--- src/rtl/wdt_pkg.sv ---
package wdt_pkg;

  typedef enum logic {
    ST_COUNT = 1'b0,
    ST_PARKED = 1'b1
  } wdt_state_e;

  localparam int unsigned CODE_FIRST_ON = 3;

  // Number of ms ticks in the period picked by code; 0 means disabled.
  function automatic int unsigned period_ticks(input logic [2:0] code,
                                               input int unsigned base);
    int unsigned shift;
    if (code < 3'(CODE_FIRST_ON)) begin
      return 0;
    end
    shift = int'(code) - CODE_FIRST_ON;
    return base << shift;
  endfunction

endpackage

--- src/rtl/wdt_kick_sync.sv ---
module wdt_kick_sync #(
  parameter int unsigned STAGES = 2
) (
  input  logic clk,
  input  logic rst_n,
  input  logic kick_async,
  output logic kick_rise
);

  logic [STAGES-1:0] sync_q;
  logic              prev_q;

  genvar g;
  generate
    for (g = 0; g < STAGES; g++) begin : g_stage
      if (g == 0) begin : g_first
        always_ff @(posedge clk or negedge rst_n) begin
          if (!rst_n) sync_q[0] <= 1'b0;
          else        sync_q[0] <= kick_async;
        end
      end else begin : g_next
        always_ff @(posedge clk or negedge rst_n) begin
          if (!rst_n) sync_q[g] <= 1'b0;
          else        sync_q[g] <= sync_q[g-1];
        end
      end
    end
  endgenerate

  always_ff @(posedge clk or negedge rst_n) begin
    if (!rst_n) prev_q <= 1'b0;
    else        prev_q <= sync_q[STAGES-1];
  end

  assign kick_rise = sync_q[STAGES-1] & ~prev_q;

  // a detected edge lasts exactly one cycle
  a_r8_rise_single : assert property (@(posedge clk) disable iff (!rst_n)
    kick_rise |=> !kick_rise);

endmodule

--- src/rtl/wdt_counter.sv ---
module wdt_counter #(
  parameter int unsigned CNT_W = 8
) (
  input  logic             clk,
  input  logic             rst_n,
  input  logic             tick,
  input  logic             enable,
  input  logic             clear,
  input  logic [CNT_W-1:0] limit,
  output logic             hit,
  output logic [CNT_W-1:0] count
);

  logic [CNT_W:0] next_val;
  logic           disabled;

  assign disabled = (limit == '0);
  assign next_val = {1'b0, count} + 1'b1;
  assign hit      = enable && tick && !disabled && !clear &&
                    (next_val >= {1'b0, limit});

  always_ff @(posedge clk or negedge rst_n) begin
    if (!rst_n) begin
      count <= '0;
    end else if (clear || disabled || hit) begin
      count <= '0;
    end else if (enable && tick) begin
      count <= next_val[CNT_W-1:0];
    end
  end

  // the count stays put while the timer is not counting
  a_r6_parked_stable : assert property (@(posedge clk) disable iff (!rst_n)
    (!enable && !clear) |=> $stable(count));

  // a disabled period leaves the count at zero
  a_r4_off_zero : assert property (@(posedge clk) disable iff (!rst_n)
    (disabled && $past(disabled)) |-> (count == '0));

endmodule

--- src/rtl/wdt_ctrl.sv ---
module wdt_ctrl
  import wdt_pkg::*;
(
  input  logic clk,
  input  logic rst_n,
  input  logic hit,
  input  logic release_i,
  output logic counting,
  output logic expire_o
);

  wdt_state_e state_q;

  assign counting = (state_q == ST_COUNT);

  always_ff @(posedge clk or negedge rst_n) begin
    if (!rst_n) begin
      state_q  <= ST_COUNT;
      expire_o <= 1'b0;
    end else begin
      expire_o <= 1'b0;
      if (release_i) begin
        state_q <= ST_COUNT;
      end else if (counting && hit) begin
        state_q  <= ST_PARKED;
        expire_o <= 1'b1;
      end
    end
  end

  // expiry never lasts two cycles
  a_r7_single_pulse : assert property (@(posedge clk) disable iff (!rst_n)
    expire_o |=> !expire_o);

  // an expiry is always followed by the parked state until release
  a_r5_expire_parks : assert property (@(posedge clk) disable iff (!rst_n)
    (expire_o && !release_i) |-> !counting);

  // no expiry can come out of the parked state
  a_r6_parked_silent : assert property (@(posedge clk) disable iff (!rst_n)
    !counting |=> !expire_o);

endmodule

--- src/rtl/kick_watchdog.sv ---
module kick_watchdog #(
  parameter int unsigned BASE_TICKS  = 400,
  parameter int unsigned SYNC_STAGES = 2
) (
  input  logic       clk,
  input  logic       rst_n,
  input  logic       ms_tick,
  input  logic       kick_in,
  input  logic [2:0] period_sel,
  input  logic       rst_release,
  output logic       expire
);

  localparam int unsigned MAX_TICKS = BASE_TICKS * 16;
  localparam int unsigned CNT_W     = $clog2(MAX_TICKS + 1);

  logic             kick_rise;
  logic             counting;
  logic             hit;
  logic             clear;
  logic [CNT_W-1:0] limit;
  logic [CNT_W-1:0] count;

  assign limit = CNT_W'(wdt_pkg::period_ticks(period_sel, BASE_TICKS));
  assign clear = rst_release || (kick_rise && counting);

  wdt_kick_sync #(.STAGES(SYNC_STAGES)) u_sync (
    .clk        (clk),
    .rst_n      (rst_n),
    .kick_async (kick_in),
    .kick_rise  (kick_rise)
  );

  wdt_counter #(.CNT_W(CNT_W)) u_cnt (
    .clk    (clk),
    .rst_n  (rst_n),
    .tick   (ms_tick),
    .enable (counting),
    .clear  (clear),
    .limit  (limit),
    .hit    (hit),
    .count  (count)
  );

  wdt_ctrl u_ctrl (
    .clk       (clk),
    .rst_n     (rst_n),
    .hit       (hit),
    .release_i (rst_release),
    .counting  (counting),
    .expire_o  (expire)
  );

  // an off code produces no expiry in the next cycle
  a_r4_off_no_expire : assert property (@(posedge clk) disable iff (!rst_n)
    (period_sel < 3'd3) |=> !expire);

  // an accepted kick edge blocks an expiry in the next cycle
  a_r3_kick_blocks : assert property (@(posedge clk) disable iff (!rst_n)
    (kick_rise && counting) |=> !expire);

  // the count never exceeds the largest period
  a_r1_count_bound : assert property (@(posedge clk) disable iff (!rst_n)
    count <= CNT_W'(MAX_TICKS));

endmodule

--- config.mk ---
export PLATFORM = sky130hd
export DESIGN_NAME = kick_watchdog
export DESIGN_NICKNAME = d
export VERILOG_FILES = /design/src/rtl/wdt_pkg.sv /design/src/rtl/wdt_kick_sync.sv /design/src/rtl/wdt_counter.sv /design/src/rtl/wdt_ctrl.sv /design/src/rtl/kick_watchdog.sv
export SDC_FILE = /design/constraint.sdc
export NUM_CORES = 1
export LEC_CHECK = 0
export BUFFER_PORTS_ARGS = -buffer_cell sky130_fd_sc_hd__buf_4
export CAP_MARGIN = 0
export CELL_PAD_IN_SITES_DETAIL_PLACEMENT = 0
export CELL_PAD_IN_SITES_GLOBAL_PLACEMENT = 2
export CORE_AREA = 2 2 59 61
export DETAILED_ROUTE_END_ITERATION = 7
export DIE_AREA = 0 0 61 63
export HOLD_SLACK_MARGIN = 0.06
export PLACE_DENSITY_LB_ADDON = 0.1
export RECOVER_POWER = 50
export SLEW_MARGIN = 10
export SYNTH_ARGS = -nofsm -noshare
export SYNTH_HDL_FRONTEND = slang
export SYNTH_SLANG_ARGS = --single-unit
--- constraint.sdc ---
create_clock -name clk -period 7.25 [get_ports clk]
set_input_delay 0 -clock clk [delete_from_list [all_inputs] [get_ports clk]]
set_output_delay 0 -clock clk [all_outputs]
set_load 0.02 [all_outputs]
-- Yosys cells after proc, flatten, opt, wreduce, memory -nomap -nowiden
Cells that the tools add are included.
- bits of input ports: 8
- output and inout port bits: 1
- word-level logic and storage cells: 36
- flip-flop bits (word level): 18
- order comparisons: 2
- $add $sub $neg: 2
- bitwise operators: 3
- shift operators: 1
- reduce and logical (&&, ||, !) cells: 14
- muxes and demuxes: 8
- operator list (operator ; number):
    $mux 13 ; 3
    $shl 9x32->13 const A ; 1
    $add 13x1->14 const B ; 1
    $ge 14x13->1 ; 1
    $logic_not 13->1 ; 1
    $logic_and 1x1->1 ; 6
    $mux 1 ; 5
    $reduce_bool 2->1 ; 2
    $sub 3x2->4 const B ; 1
    $logic_or 1x1->1 ; 3
    $lt 3x2->1 const B ; 1
    $logic_not 1->1 ; 2
    $not 1->1 ; 2
    $and 1x1->1 ; 1

-- Longest topological paths before layout
Gate-level depths: netlist of run 1.
- depth after elaboration: 11
- depth in mapped cells: 12
- depth with buffers taken out: 11

-- Modules after synthesis
Synthesis of run 1 repeated with hierarchy kept, for this count alone.
- cell total of the unflattened synthesis: 160
- area, all modules: 1480.2 um^2
- modules (own cells, without submodules) (module ; times used ; cells each ; seq. area each (um^2) ; area each (um^2)):
    wdt_counter ; 1 ; 126 ; 325.3 ; 1156.1
    kick_watchdog ; 1 ; 25 ; 0.0 ; 158.9
    wdt_kick_sync ; 1 ; 4 ; 75.1 ; 88.8
    wdt_ctrl ; 1 ; 5 ; 50.0 ; 76.3

-- Worst setup path before layout of run 1
No wires, ideal clock.
- path kind: reg2reg
- start point: register u_cnt.count[3]
- end point: register u_cnt.count[3]
- required time: 7149 ps
- data arrival time: 2743 ps
- stages on the path, launching flop included: 12
- buffers on the path: 1
- slack: 4406 ps
- cell sequence: dfrtp_1 > and4_1 > and2b_1 > and4_1 > xor2_1 > ha_1 > a21o_1 > a221o_1 > a311oi_4 > buf_6 > nand4_1 > o311ai_2
- longest elaborated chain between the ends: 5
- elaborated cells on any way between the ends: 7
- RTL lines (element ; line ; source):
    from (decl) ; wdt_counter.sv:11 ; output logic [CNT_W-1:0] count
    from (signal assigned) ; wdt_counter.sv:28 ; count <= next_val[CNT_W-1:0];
    $add 13x1->14 * ; wdt_counter.sv:18 ; assign next_val = {1'b0, count} + 1'b1;
    $ge 14x13->1 ; wdt_counter.sv:20 ; (next_val >= {1'b0, limit});
    $logic_and 1x1->1 ; wdt_counter.sv:19 ; assign hit = enable && tick && !disabled && !clear &&
    $logic_or 1x1->1 ; wdt_counter.sv:25 ; end else if (clear || disabled || hit) begin
    $mux 13 or $reduce_bool 2->1 (tied branches) ; n/a ;
Every way passes the cells marked *; elsewhere a longest branch is shown, timed or not. The select of a mux whose other input is x is not followed.
A chain may end at the register's enable or synchronous reset.

-- Worst setup path after layout of run 1
Same ends and word-level chain as after synthesis.

==> results of run 1 <==
## worst max-delay path by stage
stage	slack, ns	cells after the start	to	startpoint
5_1_grt	3.50	10	u_cnt.count[3]	u_cnt.count[3]
4_1_cts	3.73	10	u_cnt.count[3]	u_cnt.count[3]
3_5_place_dp	3.76	10	u_cnt.count[3]	u_cnt.count[3]
6_report	3.74	10	u_cnt.count[3]	u_cnt.count[3]
2_1_floorplan	4.41	11	u_cnt.count[3]	u_cnt.count[3]
3_3_place_gp	3.83	10	u_cnt.count[3]	u_cnt.count[3]
## synthesized netlist by cell type, drive strengths merged (2+ instances only)
master   n  area share
a21o     2       0.012
inv      4       0.012
dfrtp   18        0.35
nand2   12       0.037
xnor2    7       0.048
nor2b    3       0.015
buf      2       0.013
xor2     2       0.014
o211ai   3       0.018
nor2     5       0.015
mux2i    2       0.016
a31oi    3       0.015
and2     4       0.020
o21ai    6       0.023
a32o     8       0.062
nand3    9       0.043
and3     2      0.0098
ha      13        0.13
and4     3       0.020
## critical path: stages, from the launching register on
cell and delay (ns):
dfrtp_1 0.46, and4_1 0.26, and2b_1 0.25, and4_1 0.24
xor2_1 0.20, ha_1 0.28, a21o_1 0.18, a221o_1 0.34
a311oi_4 0.74, nand2_2 0.16, o311ai_2 0.30
## routing by layer
layer | up-vias | GRT usage | part of all wire
li1 | 510 | - | -
met1 | 465 | 0.207 | 0.44
met2 | 12 | 0.284 | 0.52
met3 | 2 | 0.0435 | 0.032
met4 | 0 | 0.0163 | 0.0066
met5 | - | 0 | 0
## logic make-up (layout without fill, tap and decap cells)
family          Yosys count  count (layout)  synth area share
simple gates             46              46             0.202
fa+ha+maj                13              13             0.127
xor+xnor                  9               9            0.0615
buf+inv                   7              20            0.0273
flops                    18              18             0.351
mux                       2               2            0.0156
compound gates           32              32             0.216
## stage by stage
stage / util / total power, mW / cells
2_1_floorplan: - / 0.130 / 127
3_3_place_gp: 0.429 / 0.142 / 179
3_5_place_dp: 0.429 / 0.142 / 179
4_1_cts: 0.450 / 0.207 / 186
5_1_grt: 0.449 / 0.217 / 186
6_report: 0.449 / 0.204 / 186
## power by group
| group | switching, mW | internal [mW] | leakage [nW] | total (mW) |
|---|---|---|---|---|
| Sequential | 0.000959 | 0.102 | 0.244 | 0.103 |
| Clock | 0.0320 | 0.0306 | 0.0210 | 0.0626 |
| Combinational | 0.0241 | 0.0138 | 0.355 | 0.0379 |
| Total | 0.0571 | 0.147 | 0.620 | 0.204 |
## layout make-up
class / instances / area share
timing repair buffer: 12 / 0.0647
multi-input combinational: 102 / 0.550
sequential: 18 / 0.311
tap: 46 / 0.0397
clock buffer: 4 / 0.0250
inverter: 4 / 0.0104
## sequential cells by signal (all words and copies together) (netlist names)
signal           flops
u_ctrl.state_q       1
u_cnt.count         13
u_ctrl.expire_o      1
u_sync.prev_q        1
u_sync.sync_q        2
==> results.yml, run 1 <==
outcome:
  status: "finished clean"
synthesis:
  ys.flop_type: "dfrtp_1"
  async_flop_share: 1.00
  yosys_warnings: 0
  syn-num-nets: 148
  synth_seq_area_share: 0.351
  synth.avg_cell_area_um2: 10.1
  synth-seq-cells: 18
  syn_inst: 127
  synth_enable_flop_cells: 0
  yosysUniqueCellTypes: 41
  syn_area_mm2: 0.00128
placement:
  dp_hpwl_um: 2030
  place_ws_ns: 3.76
  dpl-instance-area_mm2: 0.00139
  place_congestion: 0.711
  port_buffers: 8
drt:
  drtIter0Drc: 44
  wl_per_cell_um: 14.6
  ant_nets: 0
  drtPass1Iterations: 4
  drcViolationCount: 0
  viasPerCell: 5.32
  num_vias: 989
  wl_um: 2710
grt:
  grt_pass1_vias: 1033
  grt_pass1_wl_um: 4710
  overflow: 0
  grt_max_degree: 19
  grt_usage: 0.164
  grt_antenna_before_repair: 0
hold_path:
  hold_path_end: "u_ctrl.expire_o"
  hold_start: "ms_tick"
  holdCritPathClass: "in2reg"
  min_path_cells: 4
worst_setup_path:
  reg2reg_to: "u_cnt.count[3]"
  start_kind: "register"
  reg2reg_depth: 10
  r2r_start: "u_cnt.count[3]"
  critPathArrivalTime_ns: 3.71
  critPathKind: "reg2reg"
  required_ns: 7.45
  critPathCaptureType: "register"
  rrSetupSlack_ns: 3.74
  cp_max_fo: 15
die:
  rows: 21
  die_area_mm2: 0.00384
  start_util: 0.397
  ioPinCount: 9
  die-height_um: 63
  die_w_um: 61
  core-area_mm2: 0.00323
sta:
  hold_viol: 0
  max-slew-margin-rel: 0.324
  setup_tns_ns: 0
  max_freq_mhz: 285
  min_period_ns: 3.51
  clock_skew_ns: 0.0119
  grt_setup_unrepaired: "false"
  tightest_slew_ns: 1.01
  fin_crit_sh: 0.484
  layout_setup_ws_ns: 3.74
  setup_viol: 0
  whs_ns: 0.168
  maxSlewViolCount: 0
clock_tree:
  h-tree-depth: 1
  cts-resized-gates: 0
  cts_root_buf: "clkbuf_4"
  cts_tree: "yes"
  cts_hold_buf: 3
  cts.sinks: 18
  clk_path_buf_depth: 2
  insertion_delay_ns: 0.30
  cts_buffers: 3
  clk_pin_slew_ns: 0.11
  post_cts_buffers: 0
power:
  peakVddDrop_mv: 0.132
  p_leak_nw: 0.620
  pwr_density_cell_mw_per_mm2: 141
cells_and_area:
  fin_area_mm2: 0.00145
  synthToLayoutAreaGrowth_pct: 13.1
  register_area_um2: 450
  finalNetCount: 162
  layout_commonest_cell: "dfrtp_1"
  final_cell_mix: "dfrtp_1 (18), ha_1 (13), nand2_1 (11)"
  layout-drive-gt1-share: 0.129
  antenna_cells: 0
  multi_input_area_um2: 797
  fillers: 328
job:
  drv_cap: 0
No activity file was read; power rests on OpenSTA's default activity.
==> run 2, diff against run 1 <==
Settings changed: CORE_AREA 2 2 59 61 to 2 2 64 66, DIE_AREA 0 0 61 63 to 0 0 66 68.
Clock period 7.25 ns to 3.05 ns, I/O delays scaled along.
==> run 2 against run 1 <==
- clock power grew to 3.1 times the previous value
- design area grew 10%
- critical path depth rose by 1
==> results.yml, run 2 (synthesized netlist as in run 1, its figures left out) <==
cells_and_area:
  fin_cells: 204
  top_regs: "u_cnt.count (13), u_sync.sync_q (2)"
  final_cell_mix: "buf_4 (21), dfrtp_1 (18), ha_1 (13)"
  layout-drive-gt1-share: 0.227
  finalNetCount: 176
  synthToLayoutAreaGrowth_pct: 24.7
  fillers: 403
  top_register: "u_cnt.count"
  layout_commonest_cell: "buf_4"
  largest_reg_flops: 13
  antenna_cells: 0
power:
  p_leak_nw: 0.715
  peakVddDrop_mv: 0.170
  pwr_density_cell_mw_per_mm2: 335
  p_total_mw: 0.535
die:
  start_util: 0.333
  rows: 23
  die-height_um: 68
  ioPinCount: 9
  die_area_mm2: 0.00449
  die_w_um: 66
  core-area_mm2: 0.00386
drt:
  wl_per_cell_um: 14.3
  ant_nets: 0
  drtPass1Iterations: 4
  drtIter0Drc: 25
  num_vias: 1070
  viasPerCell: 5.25
  drcViolationCount: 0
  wl_um: 2910
grt:
  grt_pass1_wl_um: 4950
  grt_max_degree: 19
  overflow: 0
  grt_antenna_before_repair: 0
  grt_pass1_vias: 1031
  grt_usage: 0.145
sta:
  grt_setup_unrepaired: "false"
  setup_tns_ns: 0
  maxSlewViolCount: 0
  max-slew-margin-rel: 0.346
  max_freq_mhz: 348
  clock_skew_ns: 0.00566
  tightest_slew_ns: 0.981
  hold_viol: 0
  setup_viol: 0
  min_period_ns: 2.87
  fin_crit_sh: 0.943
hold_path:
  min_path_cells: 4
  holdCritPathClass: "in2reg"
clock_tree:
  cts_tree: "yes"
  cts_root_buf: "clkbuf_8"
  clk_path_buf_depth: 2
  cts.sinks: 18
  clk_pin_slew_ns: 0.07
  h-tree-depth: 1
  cts_buffers: 3
  insertion_delay_ns: 0.25
placement:
  dp_hpwl_um: 2280
  place_congestion: 0.734
  dp_cells: 195
  port_buffers: 8
worst_setup_path:
  cp_max_fo: 5
  worstPathCellList: "nand2_1 > and2b_1 > and4_1 > xor2_2 > ha_1 > a21o_1 > a221o_1 > a311oi_4 > buf_6 > nand2_2 > o311ai_2"
  cp_num_cells: 11
  critPathKind: "reg2reg"
  start_kind: "register"
  critPathArrivalTime_ns: 3.04
  critPathCaptureType: "register"
  cp_num_buf_inv: 1
  slowest_stage: "dfrtp_1"
  reg2reg_depth: 11
  critical-path-max-stage-delay_ns: 0.41
  required_ns: 3.21
  crit_family: "compound AO/OA/AOI/OAI gates"
outcome:
  status: "finished clean"
job:
  drv_cap: 0
## run 2: changes by cell type in the layout (fill, tap and decap cells not counted), sizes merged
cell,delta
buf,+14
## run 2: worst paths after layout
path	to	slack, ns	from
max in group asynchronous	u_cnt.count[11]	2.03	rst_n
max	u_cnt.count[3]	0.18	u_cnt.count[0]
max reg2reg	u_cnt.count[3]	0.18	u_cnt.count[0]
min reg2reg	u_sync.sync_q[1]	0.36	u_sync.sync_q[0]
min	u_ctrl.expire_o	0.21	ms_tick
min in group asynchronous	u_cnt.count[1]	0.42	rst_n
## run 2: routing by layer
metal,up-vias,global-route usage,routed length [µm]
li1,537,-,-
met1,520,0.197,1480
met2,9,0.241,1350
met3,4,0.0148,48
met4,0,0.0536,34
met5,-,0,0
## run 2: area by class of cell
type | instances | area [µm²] | share of cell area
clock buffers | 4 | 55.1 | 0.0344
inverters | 4 | 15.0 | 0.00939
multi-input cells | 102 | 813 | 0.509
flip-flops and latches | 18 | 450 | 0.282
well taps | 50 | 62.6 | 0.0391
repair buffers | 26 | 203 | 0.127
## run 2: report_power, final
group          leakage, nW  internal [mW]  switching [mW]
combinational        0.443         0.0366          0.0582
sequential           0.244          0.243         0.00242
clock               0.0288          0.115          0.0802
## run 2: per-stage QoR
stage	hold slack (ns)	worst slack, ns	instance area, µm²	util
2_1_floorplan	-0.296	0.206	1280	-
3_3_place_gp	-0.119	0.0749	1480	0.384
3_5_place_dp	-0.118	0.0715	1480	0.384
4_1_cts	0.157	0.0413	1570	0.407
5_1_grt	0.249	0.0415	1600	0.415
6_report	0.208	0.175	1600	0.415
## run 2: what timing repair did
item / CTS / global route
hold buffers: 3 / 0
endpoints found under the setup margin: 0 / 5
buffers inserted: 0 / 2
resized for setup: 0 / 4
hold endpoints to repair: 20 / 0
## run 2: worst register-to-register path: stages (launching register included)
cell      delay [ns]
dfrtp_1         0.41
nand2_1         0.13
and2b_1         0.27
and4_1          0.25
xor2_2          0.18
ha_1            0.27
a21o_1          0.18
a221o_1         0.34
a311oi_4        0.27
buf_6           0.16
nand2_2         0.07
o311ai_2        0.27
==> run 3, diff against run 2 <==
Settings changed: CORE_AREA 2 2 64 66 to 2 2 59 61, DIE_AREA 0 0 66 68 to 0 0 61 63.
Clock period 3.05 ns to 3.6 ns, I/O delays scaled along.
==> run 3 against run 2 <==
- setup slack better by 0.12 ns
- sequential cell count unchanged
- final cell count decreased by 7.8%
- sequential share of layout area increased by 2.7 points
- non-clock buffer count shrank 11
- global-route usage increased by 1.4 points
- largest cell class unchanged
- critical endpoint is now u_cnt.count[6]
- critical path depth unchanged
- die area down 14%
- register-to-register slack better by 0.12 ns
- sequential power decreased by 15%
- maximum frequency shrank 13%
- critical path type unchanged
==> results.yml, run 3 (synthesized netlist as in run 1, its figures left out) <==
sta:
  grt_setup_unrepaired: "false"
  clock_skew_ns: 0.00337
  setup_viol: 0
  tightest_slew_ns: 0.961
  max_freq_mhz: 303
  max-slew-margin-rel: 0.359
  hold_viol: 0
  setup_tns_ns: 0
  whs_ns: 0.159
  maxSlewViolCount: 0
  fin_crit_sh: 0.918
  min_period_ns: 3.30
grt:
  overflow: 0
  grt_pass1_vias: 1003
  grt_antenna_before_repair: 0
  grt_max_degree: 19
  grt_usage: 0.159
  grt_pass1_wl_um: 4540
worst_setup_path:
  critPathArrivalTime_ns: 3.53
  required_ns: 3.82
  critPathKind: "reg2reg"
  critPathCaptureType: "register"
  reg2reg_to: "u_cnt.count[6]"
  start_kind: "register"
  r2r_start: "u_cnt.count[3]"
  reg2reg_depth: 11
  cp_max_fo: 9
  rrSetupSlack_ns: 0.30
drt:
  drtPass1Iterations: 4
  highest_layer: "met4"
  drcViolationCount: 0
  num_vias: 1031
  dr_wl_met2_um: 1290
  drtIter0Drc: 47
  wl_per_cell_um: 14.2
  route.met3.wl_um: 114
  wl_met1_um: 1230
  viasPerCell: 5.48
  ant_nets: 0
  wl_um: 2660
placement:
  place_congestion: 0.816
  dp_hpwl_um: 2100
  port_buffers: 8
clock_tree:
  cts-resized-gates: 0
  cts_buffers: 3
  h-tree-depth: 1
  cts.sinks: 18
  cts_tree: "yes"
  clk_pin_slew_ns: 0.10
  insertion_delay_ns: 0.29
  cts_root_buf: "clkbuf_4"
  clk_path_buf_depth: 2
die:
  ioPinCount: 9
  core-area_mm2: 0.00323
  die-height_um: 63
  die_w_um: 61
  die_area_mm2: 0.00384
  start_util: 0.397
  rows: 21
cells_and_area:
  top_regs: "u_cnt.count (13), u_sync.sync_q (2)"
  final_cell_mix: "dfrtp_1 (18), ha_1 (13), nand2_1 (11), buf_4 (11), a32o_1 (8)"
  finalNetCount: 165
  antenna_cells: 0
  largest_reg_flops: 13
  synthToLayoutAreaGrowth_pct: 13.8
  fillers: 329
  layout_commonest_cell: "dfrtp_1"
  top_register: "u_cnt.count"
  layout-drive-gt1-share: 0.141
power:
  pwr_density_cell_mw_per_mm2: 263
  peakVddDrop_mv: 0.218
  p_leak_nw: 0.629
hold_path:
  min_path_cells: 4
  hold_start: "ms_tick"
  holdCritPathClass: "in2reg"
  hold_path_end: "u_ctrl.expire_o"
job:
  drv_cap: 0
outcome:
  status: "finished clean"
## run 3: changes by cell type in the layout (fill, tap and decap cells not counted), sizes merged
cell	delta
buf	-11
clkbuf	-1
## run 3: final cells by class
| type | count | area, µm² | share of cell area |
|---|---|---|---|
| timing repair buffer | 15 | 116 | 0.0798 |
| inverter | 4 | 15.0 | 0.0103 |
| tap | 46 | 57.6 | 0.0395 |
| clock buffer | 3 | 22.5 | 0.0154 |
| multi-input combinational | 102 | 797 | 0.546 |
| sequential | 18 | 450 | 0.309 |
## run 3: report_power, final
part | internal [mW] | switching, mW | total (mW)
sequential | 0.206 | 0.00195 | 0.208
clock | 0.0390 | 0.0602 | 0.0992
combinational | 0.0287 | 0.0483 | 0.0770
total | 0.274 | 0.110 | 0.384
## run 3: what timing repair did
| action | CTS | global route |
|---|---|---|
| hold buffers | 3 | 0 |
| endpoints found under the hold margin | 20 | 0 |
| setup buffers | 0 | 0 |
## run 3: layer usage
layer  global-route usage  vias to the layer above
met1                0.213                      490
met5                    0                        -
li1                     -                      516
met2                0.254                       21
met4               0.0326                        0
met3               0.0435                        4
## run 3: how the worst max path moves through the flow
stage,from,endpoint,slack [ns]
after global placement,u_cnt.count[3],u_cnt.count[3],0.31
after CTS,u_cnt.count[3],u_cnt.count[3],0.27
after floorplan,u_cnt.count[3],u_cnt.count[3],0.76
final,u_cnt.count[3],u_cnt.count[6],0.30
after detailed placement,u_cnt.count[3],u_cnt.count[6],0.31
after global routing,u_cnt.count[3],u_cnt.count[6],0.06
## run 3: critical path, stage by stage, from the launching register on
cell	delay (ns)
dfrtp_1	0.45
and4_1	0.24
and2b_1	0.26
and4_1	0.24
xor2_1	0.24
ha_1	0.30
a21o_1	0.20
a221o_1	0.34
a311oi_4	0.52
buf_4	0.25
nand3_2	0.07
mux2i_1	0.14
## run 3: metrics by stage
stage | instances | area (µm²) | utilization | setup WS (ns) | total power, mW
after floorplan | 127 | 1280 | - | 0.756 | 0.262
final | 188 | 1460 | 0.451 | 0.295 | 0.384
after detailed placement | 182 | 1410 | 0.436 | 0.315 | 0.287
after global placement | 182 | 1410 | 0.436 | 0.310 | 0.286
after global routing | 188 | 1460 | 0.451 | 0.0552 | 0.408
after CTS | 188 | 1460 | 0.453 | 0.275 | 0.388
